$ cat config.mk
export PLATFORM = sky130hd
export DESIGN_NAME = freqgen_top
export DESIGN_NICKNAME = d
export VERILOG_FILES = /design/src/rtl/freqgen_pkg.sv /design/src/rtl/freqgen_regs.sv /design/src/rtl/freqgen_offset.sv /design/src/rtl/freqgen_word.sv /design/src/rtl/freqgen_top.sv
export SDC_FILE = /design/constraint.sdc
export NUM_CORES = 1
export LEC_CHECK = 0
export ABC_AREA = 1
export BUFFER_PORTS_ARGS = -buffer_cell sky130_fd_sc_hd__buf_2
export CAP_MARGIN = 10
export CORE_MARGIN = 2
export CORE_UTILIZATION = 50
export DETAILED_ROUTE_END_ITERATION = 8
export PLACE_DENSITY = 0.71
export SLEW_MARGIN = 20
export SYNTH_ARGS = -nofsm -noshare
export SYNTH_HDL_FRONTEND = slang
export SYNTH_HIERARCHICAL = 1
export SYNTH_SLANG_ARGS = --single-unit
$ cat constraint.sdc
create_clock -name clk -period 7.1 [get_ports clk]
set_input_delay 1.42 -clock clk [delete_from_list [all_inputs] [get_ports clk]]
set_output_delay 1.42 -clock clk [all_outputs]
set_load 0.1 [all_outputs]
$ cat src/rtl/freqgen_pkg.sv
package freqgen_pkg;
  parameter int BASE_W  = 24;
  parameter int CHAN_W  = 8;
  parameter int MANT_W  = 8;
  parameter int EXP_W   = 2;
  parameter int IF_W    = 5;
  parameter int REG_W   = 8;
  parameter int ADDR_W  = 3;
  parameter int STATE_W = 3;

  localparam int FRAC_X     = 2;                        // extra fractional bits
  localparam int BASE_BYTES = BASE_W / REG_W;
  localparam int SPC_W      = MANT_W + 1;               // 256 + mantissa
  localparam int OFS_W      = CHAN_W + SPC_W + (2**EXP_W - 1);
  localparam int WORD_W     = BASE_W + FRAC_X + 1;
  localparam int IF_SH      = 16 + FRAC_X - 10;         // IF unit is ref/2^10
  localparam int IFO_W      = IF_W + IF_SH;

  localparam logic [STATE_W-1:0] ST_IDLE = '0;

  localparam logic [ADDR_W-1:0] A_CHAN = ADDR_W'(BASE_BYTES);
  localparam logic [ADDR_W-1:0] A_MANT = ADDR_W'(BASE_BYTES + 1);
  localparam logic [ADDR_W-1:0] A_EXPO = ADDR_W'(BASE_BYTES + 2);
  localparam logic [ADDR_W-1:0] A_IF   = ADDR_W'(BASE_BYTES + 3);
  localparam logic [ADDR_W-1:0] A_STAT = ADDR_W'(BASE_BYTES + 4);

  typedef struct packed {
    logic [BASE_W-1:0] base;
    logic [CHAN_W-1:0] chan;
    logic [MANT_W-1:0] mant;
    logic [EXP_W-1:0]  expo;
    logic [IF_W-1:0]   ifw;
  } cfg_t;
endpackage

$ cat src/rtl/freqgen_regs.sv
module freqgen_regs
  import freqgen_pkg::*;
(
  input  logic               clk,
  input  logic               rst_n,
  input  logic [STATE_W-1:0] state_i,
  input  logic               wr_en,
  input  logic [ADDR_W-1:0]  wr_addr,
  input  logic [REG_W-1:0]   wr_data,
  input  logic               rd_en,
  input  logic [ADDR_W-1:0]  rd_addr,
  output logic [REG_W-1:0]   rd_data,
  output cfg_t               cfg,
  output logic               err_q
);
  logic wr_ok, wr_rej, stat_rd;

  assign wr_ok   = wr_en && (state_i == ST_IDLE);
  assign wr_rej  = wr_en && (state_i != ST_IDLE);
  assign stat_rd = rd_en && (rd_addr == A_STAT);

  always_ff @(posedge clk or negedge rst_n) begin
    if (!rst_n) begin
      cfg <= '0;
    end else if (wr_ok) begin
      for (int k = 0; k < BASE_BYTES; k++) begin
        if (wr_addr == ADDR_W'(k)) cfg.base[k*REG_W +: REG_W] <= wr_data;
      end
      if (wr_addr == A_CHAN) cfg.chan <= wr_data[CHAN_W-1:0];
      if (wr_addr == A_MANT) cfg.mant <= wr_data[MANT_W-1:0];
      if (wr_addr == A_EXPO) cfg.expo <= wr_data[EXP_W-1:0];
      if (wr_addr == A_IF)   cfg.ifw  <= wr_data[IF_W-1:0];
    end
  end

  // sticky reject flag; a set in the same cycle beats the read clear
  always_ff @(posedge clk or negedge rst_n) begin
    if (!rst_n)       err_q <= 1'b0;
    else if (wr_rej)  err_q <= 1'b1;
    else if (stat_rd) err_q <= 1'b0;
  end

  always_comb begin
    rd_data = '0;
    for (int k = 0; k < BASE_BYTES; k++) begin
      if (rd_addr == ADDR_W'(k)) rd_data = cfg.base[k*REG_W +: REG_W];
    end
    if (rd_addr == A_CHAN) rd_data = REG_W'(cfg.chan);
    if (rd_addr == A_MANT) rd_data = REG_W'(cfg.mant);
    if (rd_addr == A_EXPO) rd_data = REG_W'(cfg.expo);
    if (rd_addr == A_IF)   rd_data = REG_W'(cfg.ifw);
    if (rd_addr == A_STAT) rd_data = REG_W'(err_q);
  end
endmodule

$ cat src/rtl/freqgen_offset.sv
module freqgen_offset
  import freqgen_pkg::*;
(
  input  logic [CHAN_W-1:0] chan,
  input  logic [MANT_W-1:0] mant,
  input  logic [EXP_W-1:0]  expo,
  output logic [OFS_W-1:0]  ofs
);
  logic [SPC_W-1:0] spc;
  logic [OFS_W-1:0] pp [CHAN_W];
  logic [OFS_W-1:0] prod;

  assign spc = {1'b1, mant};   // 256 + mantissa

  // shift-add partial products, one per channel bit
  for (genvar i = 0; i < CHAN_W; i++) begin : g_pp
    assign pp[i] = chan[i] ? (OFS_W'(spc) << i) : '0;
  end

  always_comb begin
    prod = '0;
    for (int i = 0; i < CHAN_W; i++) prod = prod + pp[i];
  end

  // 2^(expo-2) with two fractional bits carried = plain shift by expo
  assign ofs = prod << expo;
endmodule

$ cat src/rtl/freqgen_word.sv
module freqgen_word
  import freqgen_pkg::*;
(
  input  logic              clk,
  input  logic              rst_n,
  input  logic [BASE_W-1:0] base,
  input  logic [OFS_W-1:0]  ofs,
  input  logic [IF_W-1:0]   ifw,
  output logic [WORD_W-1:0] freq_word,
  output logic [IFO_W-1:0]  if_word
);
  logic [WORD_W-1:0] base_x;

  assign base_x = WORD_W'(base) << FRAC_X;

  always_ff @(posedge clk or negedge rst_n) begin
    if (!rst_n) begin
      freq_word <= '0;
      if_word   <= '0;
    end else begin
      freq_word <= base_x + WORD_W'(ofs);
      if_word   <= IFO_W'(ifw) << IF_SH;
    end
  end
endmodule

$ cat src/rtl/freqgen_top.sv
module freqgen_top
  import freqgen_pkg::*;
(
  input  logic               clk,
  input  logic               rst_n,
  input  logic [STATE_W-1:0] state_i,
  input  logic               wr_en,
  input  logic [ADDR_W-1:0]  wr_addr,
  input  logic [REG_W-1:0]   wr_data,
  input  logic               rd_en,
  input  logic [ADDR_W-1:0]  rd_addr,
  output logic [REG_W-1:0]   rd_data,
  output logic [WORD_W-1:0]  freq_word,
  output logic [IFO_W-1:0]   if_word
);
  cfg_t             cfg;
  logic             err_q;
  logic [OFS_W-1:0] ofs;

  freqgen_regs u_regs (
    .clk(clk), .rst_n(rst_n), .state_i(state_i),
    .wr_en(wr_en), .wr_addr(wr_addr), .wr_data(wr_data),
    .rd_en(rd_en), .rd_addr(rd_addr), .rd_data(rd_data),
    .cfg(cfg), .err_q(err_q)
  );

  freqgen_offset u_ofs (
    .chan(cfg.chan), .mant(cfg.mant), .expo(cfg.expo), .ofs(ofs)
  );

  freqgen_word u_word (
    .clk(clk), .rst_n(rst_n), .base(cfg.base), .ofs(ofs), .ifw(cfg.ifw),
    .freq_word(freq_word), .if_word(if_word)
  );
endmodule

==> flow_summary.json <==
{
  "status": "completed",
  "cpPeakStageDelay_ns": 0.57,
  "wl_um": 19550,
  "muxShareOfSynthArea": 0.007579,
  "synth_edf_count": 0,
  "drive_gt1_frac": 0.1122,
  "synthCells": 1174,
  "synth_compound_area_frac": 0.06727,
  "r2r_end": "u_word/freq_word[19]$_DFF_PN0_",
  "min_period_ns": 6.715,
  "yosys.area_share.adder": 0.1926,
  "cp_slowest_cell": "fa_1",
  "num_rows": 46,
  "hold_path_class": "register to register",
  "synth_top_area_share": 0.2526,
  "r2r_cells": 34,
  "drc": 0,
  "cts.path.max_buffers": 2,
  "critPathArrivalTime_ns": 6.94,
  "dieWidth_um": 129.9,
  "place_hpwl_um": 15770,
  "grt_max_degree": 81,
  "dieArea_sq_mm": 0.01687,
  "cts_made_buffers": 9,
  "start_util": 0.5043,
  "synthTopCellsByCount": "nand2_1 (388), inv_1 (244), dfrtp_1 (80), nand3_1 (80), o21ai_0 (64)",
  "syn-mean-instance-area_sq_um": 6.749,
  "clk_latency_ns": 0.33,
  "yosys_warnings": 6,
  "r2r_slack_ns": 0.39,
  "via_per_inst": 5.037,
  "globalplace.congestion": 0.9260,
  "htree_num_levels": 3,
  "antenna_left": 0,
  "ys_top_cells_by_area": "dfrtp_1 (25%), nand2_1 (18%), inv_1 (12%)",
  "path_common_cell": "nand2_1",
  "cts_root_buf": "clkbuf_16",
  "antenna_cells": 0,
  "synth_top_family_by_area": "simple AND/OR/NAND/NOR gates",
  "cts_hold_buf": 0,
  "clkTransAtPathRegs_ns": 0.06,
  "synthSimpleGateAreaFrac": 0.3104,
  "area.growth.synth_to_final_pct": 11.04,
  "synth.most_common_cell": "nand2_1",
  "via_count": 7283,
  "netlist_area_sq_mm": 0.007924,
  "worstSetupPathType": "register to register",
  "min_from": "u_regs/cfg[0]$_DFFE_PN0P_",
  "wl_per_cell_um": 13.52,
  "cts_tree": "built",
  "globalRouteTotalUtil": 0.2366,
  "overflow": 0,
  "path_max_fanout": 5,
  "end_kind": "register",
  "relSlewSlack": 0.4026,
  "worst_slew_pin_slew_ns": 0.8961,
  "finalInstanceArea_sq_mm": 0.008798,
  "antenna_found_initial": 0,
  "grt_pass1_vias": 6778,
  "first_iter_violations": 535,
  "min_to": "u_word/if_word[8]$_DFF_PN0_",
  "synth_xor_area_frac": 0.02511,
  "fp.coreArea_sq_mm": 0.01571,
  "ys.flop_type": "dfrtp_1",
  "post_dp_cell_area_sq_mm": 0.008367,
  "r2r-start": "u_regs/cfg[15]$_DFFE_PN0P_",
  "startpoint_type": "register",
  "first_pass_iters": 5,
  "synth.largest_area_cell": "dfrtp_1",
  "drv_cap": 0,
  "hold_viol": 0,
  "fmax_mhz": 148.9,
  "ys_types": 40,
  "holdPathStages": 0,
  "crit_required_ns": 7.32,
  "ys_ff_latch": 80,
  "ios": 69,
  "fill_cells": 1549,
  "skew_ns": 0.006025,
  "clock-sinks": 80,
  "setup_viol": 0,
  "finalNetCount": 1344,
  "die_h_um": 129.9,
  "ys_seq_area_frac": 0.2526,
  "async_flop_share": 1.000,
  "min_period_over_period": 0.9457,
  "grt_pass1_wl_um": 31800,
  "slew_viol_final": 0,
  "io_buffer_count": 60
}
-- layout by cell type (no fill, tap or decap), types with 11 or more instances in the layout --
master,instances
nor2_1,62
nor2_2,11
xor2_1,14
nand4_1,19
buf_2,59
nand3_1,80
fa_1,39
nand2_1,385
buf_4,12
o21ai_0,64
dfrtp_1,78
inv_1,244
ha_1,49
a21oi_1,16
-- how the worst max path moves through the flow --
stage	slack [ns]	startpoint	cells past startpoint	end
finish	0.39	u_regs/cfg[15]$_DFFE_PN0P_	34	u_word/freq_word[19]$_DFF_PN0_
global route	-0.03	u_regs/cfg[15]$_DFFE_PN0P_	37	u_word/freq_word[23]$_DFF_PN0_
CTS	0.25	u_regs/cfg[8]$_DFFE_PN0P_	36	u_word/freq_word[26]$_DFF_PN0_
detailed placement	0.27	u_regs/cfg[8]$_DFFE_PN0P_	36	u_word/freq_word[26]$_DFF_PN0_
global placement	0.34	u_regs/cfg[8]$_DFFE_PN0P_	36	u_word/freq_word[18]$_DFF_PN0_
floorplan	0.72	u_regs/cfg[15]$_DFFE_PN0P_	37	u_word/freq_word[18]$_DFF_PN0_
-- metrics by stage --
stage	setup slack, ns	cells	hold slack, ns	setup TNS [ns]	util
2_1_floorplan	0.7151	1181	0.3683	0	-
3_3_place_gp	0.3438	1426	0.3852	0	0.5325
3_5_place_dp	0.2680	1426	0.3889	0	0.5325
4_1_cts	0.2462	1442	0.4015	0	0.5501
5_1_grt	-0.02883	1446	0.4060	-0.08048	0.5600
6_report	0.3852	1446	0.3961	0	0.5600
-- flip-flops by register name, indices dropped and copies added, names as in the netlist --
name	count
u_regs/cfg	47
u_word/freq_word	27
u_word/if_word	5
u_regs/err_q	1
-- what timing repair did --
action	CTS	global route
resized for setup	0	24
setup buffers	0	3
endpoints found under the setup margin	0	16
-- cells by family (layout without fill, tap and decap cells) --
logic type,after synthesis,in the layout
simple gates,585,585
buf+inv,285,334
compound gates,98,98
other cells,1,8
flops,80,80
fa+ha+maj,98,98
mux,6,6
xor+xnor,21,21
-- final cells by class --
class	count	area, sq um	area share
multi-input combinational	816	4911	0.5582
tap	216	270.3	0.03072
clock buffer	12	246.5	0.02801
timing repair buffer	72	412.9	0.04693
sequential	80	2004	0.2278
inverter	246	923.4	0.1049
clock inverter	4	30.03	0.003413
-- critical path: cells and delay by family (launching register included) --
family	cells	cell delay, ns
adder cells (fa/ha/maj)	8	3.57
AO/OA/AOI/OAI	2	0.28
XOR/XNOR	2	0.32
AND/OR/NAND/NOR	16	1.62
buffers and inverters	6	0.37
flip-flops	1	0.45
-- metal layers --
metal / part of all wire / up-vias / wire length (um) / track usage
li1: - / 3657 / - / -
met1: 0.47 / 3381 / 9123 / 0.3298
met2: 0.46 / 216 / 9007 / 0.3967
met3: 0.052 / 29 / 1024 / 0.02911
met4: 0.020 / 0 / 398 / 0.05376
met5: 0 / - / 0 / 0
Power is not shown: default switching activity piles up to over one toggle a cycle in this logic, so the estimate is an artifact.
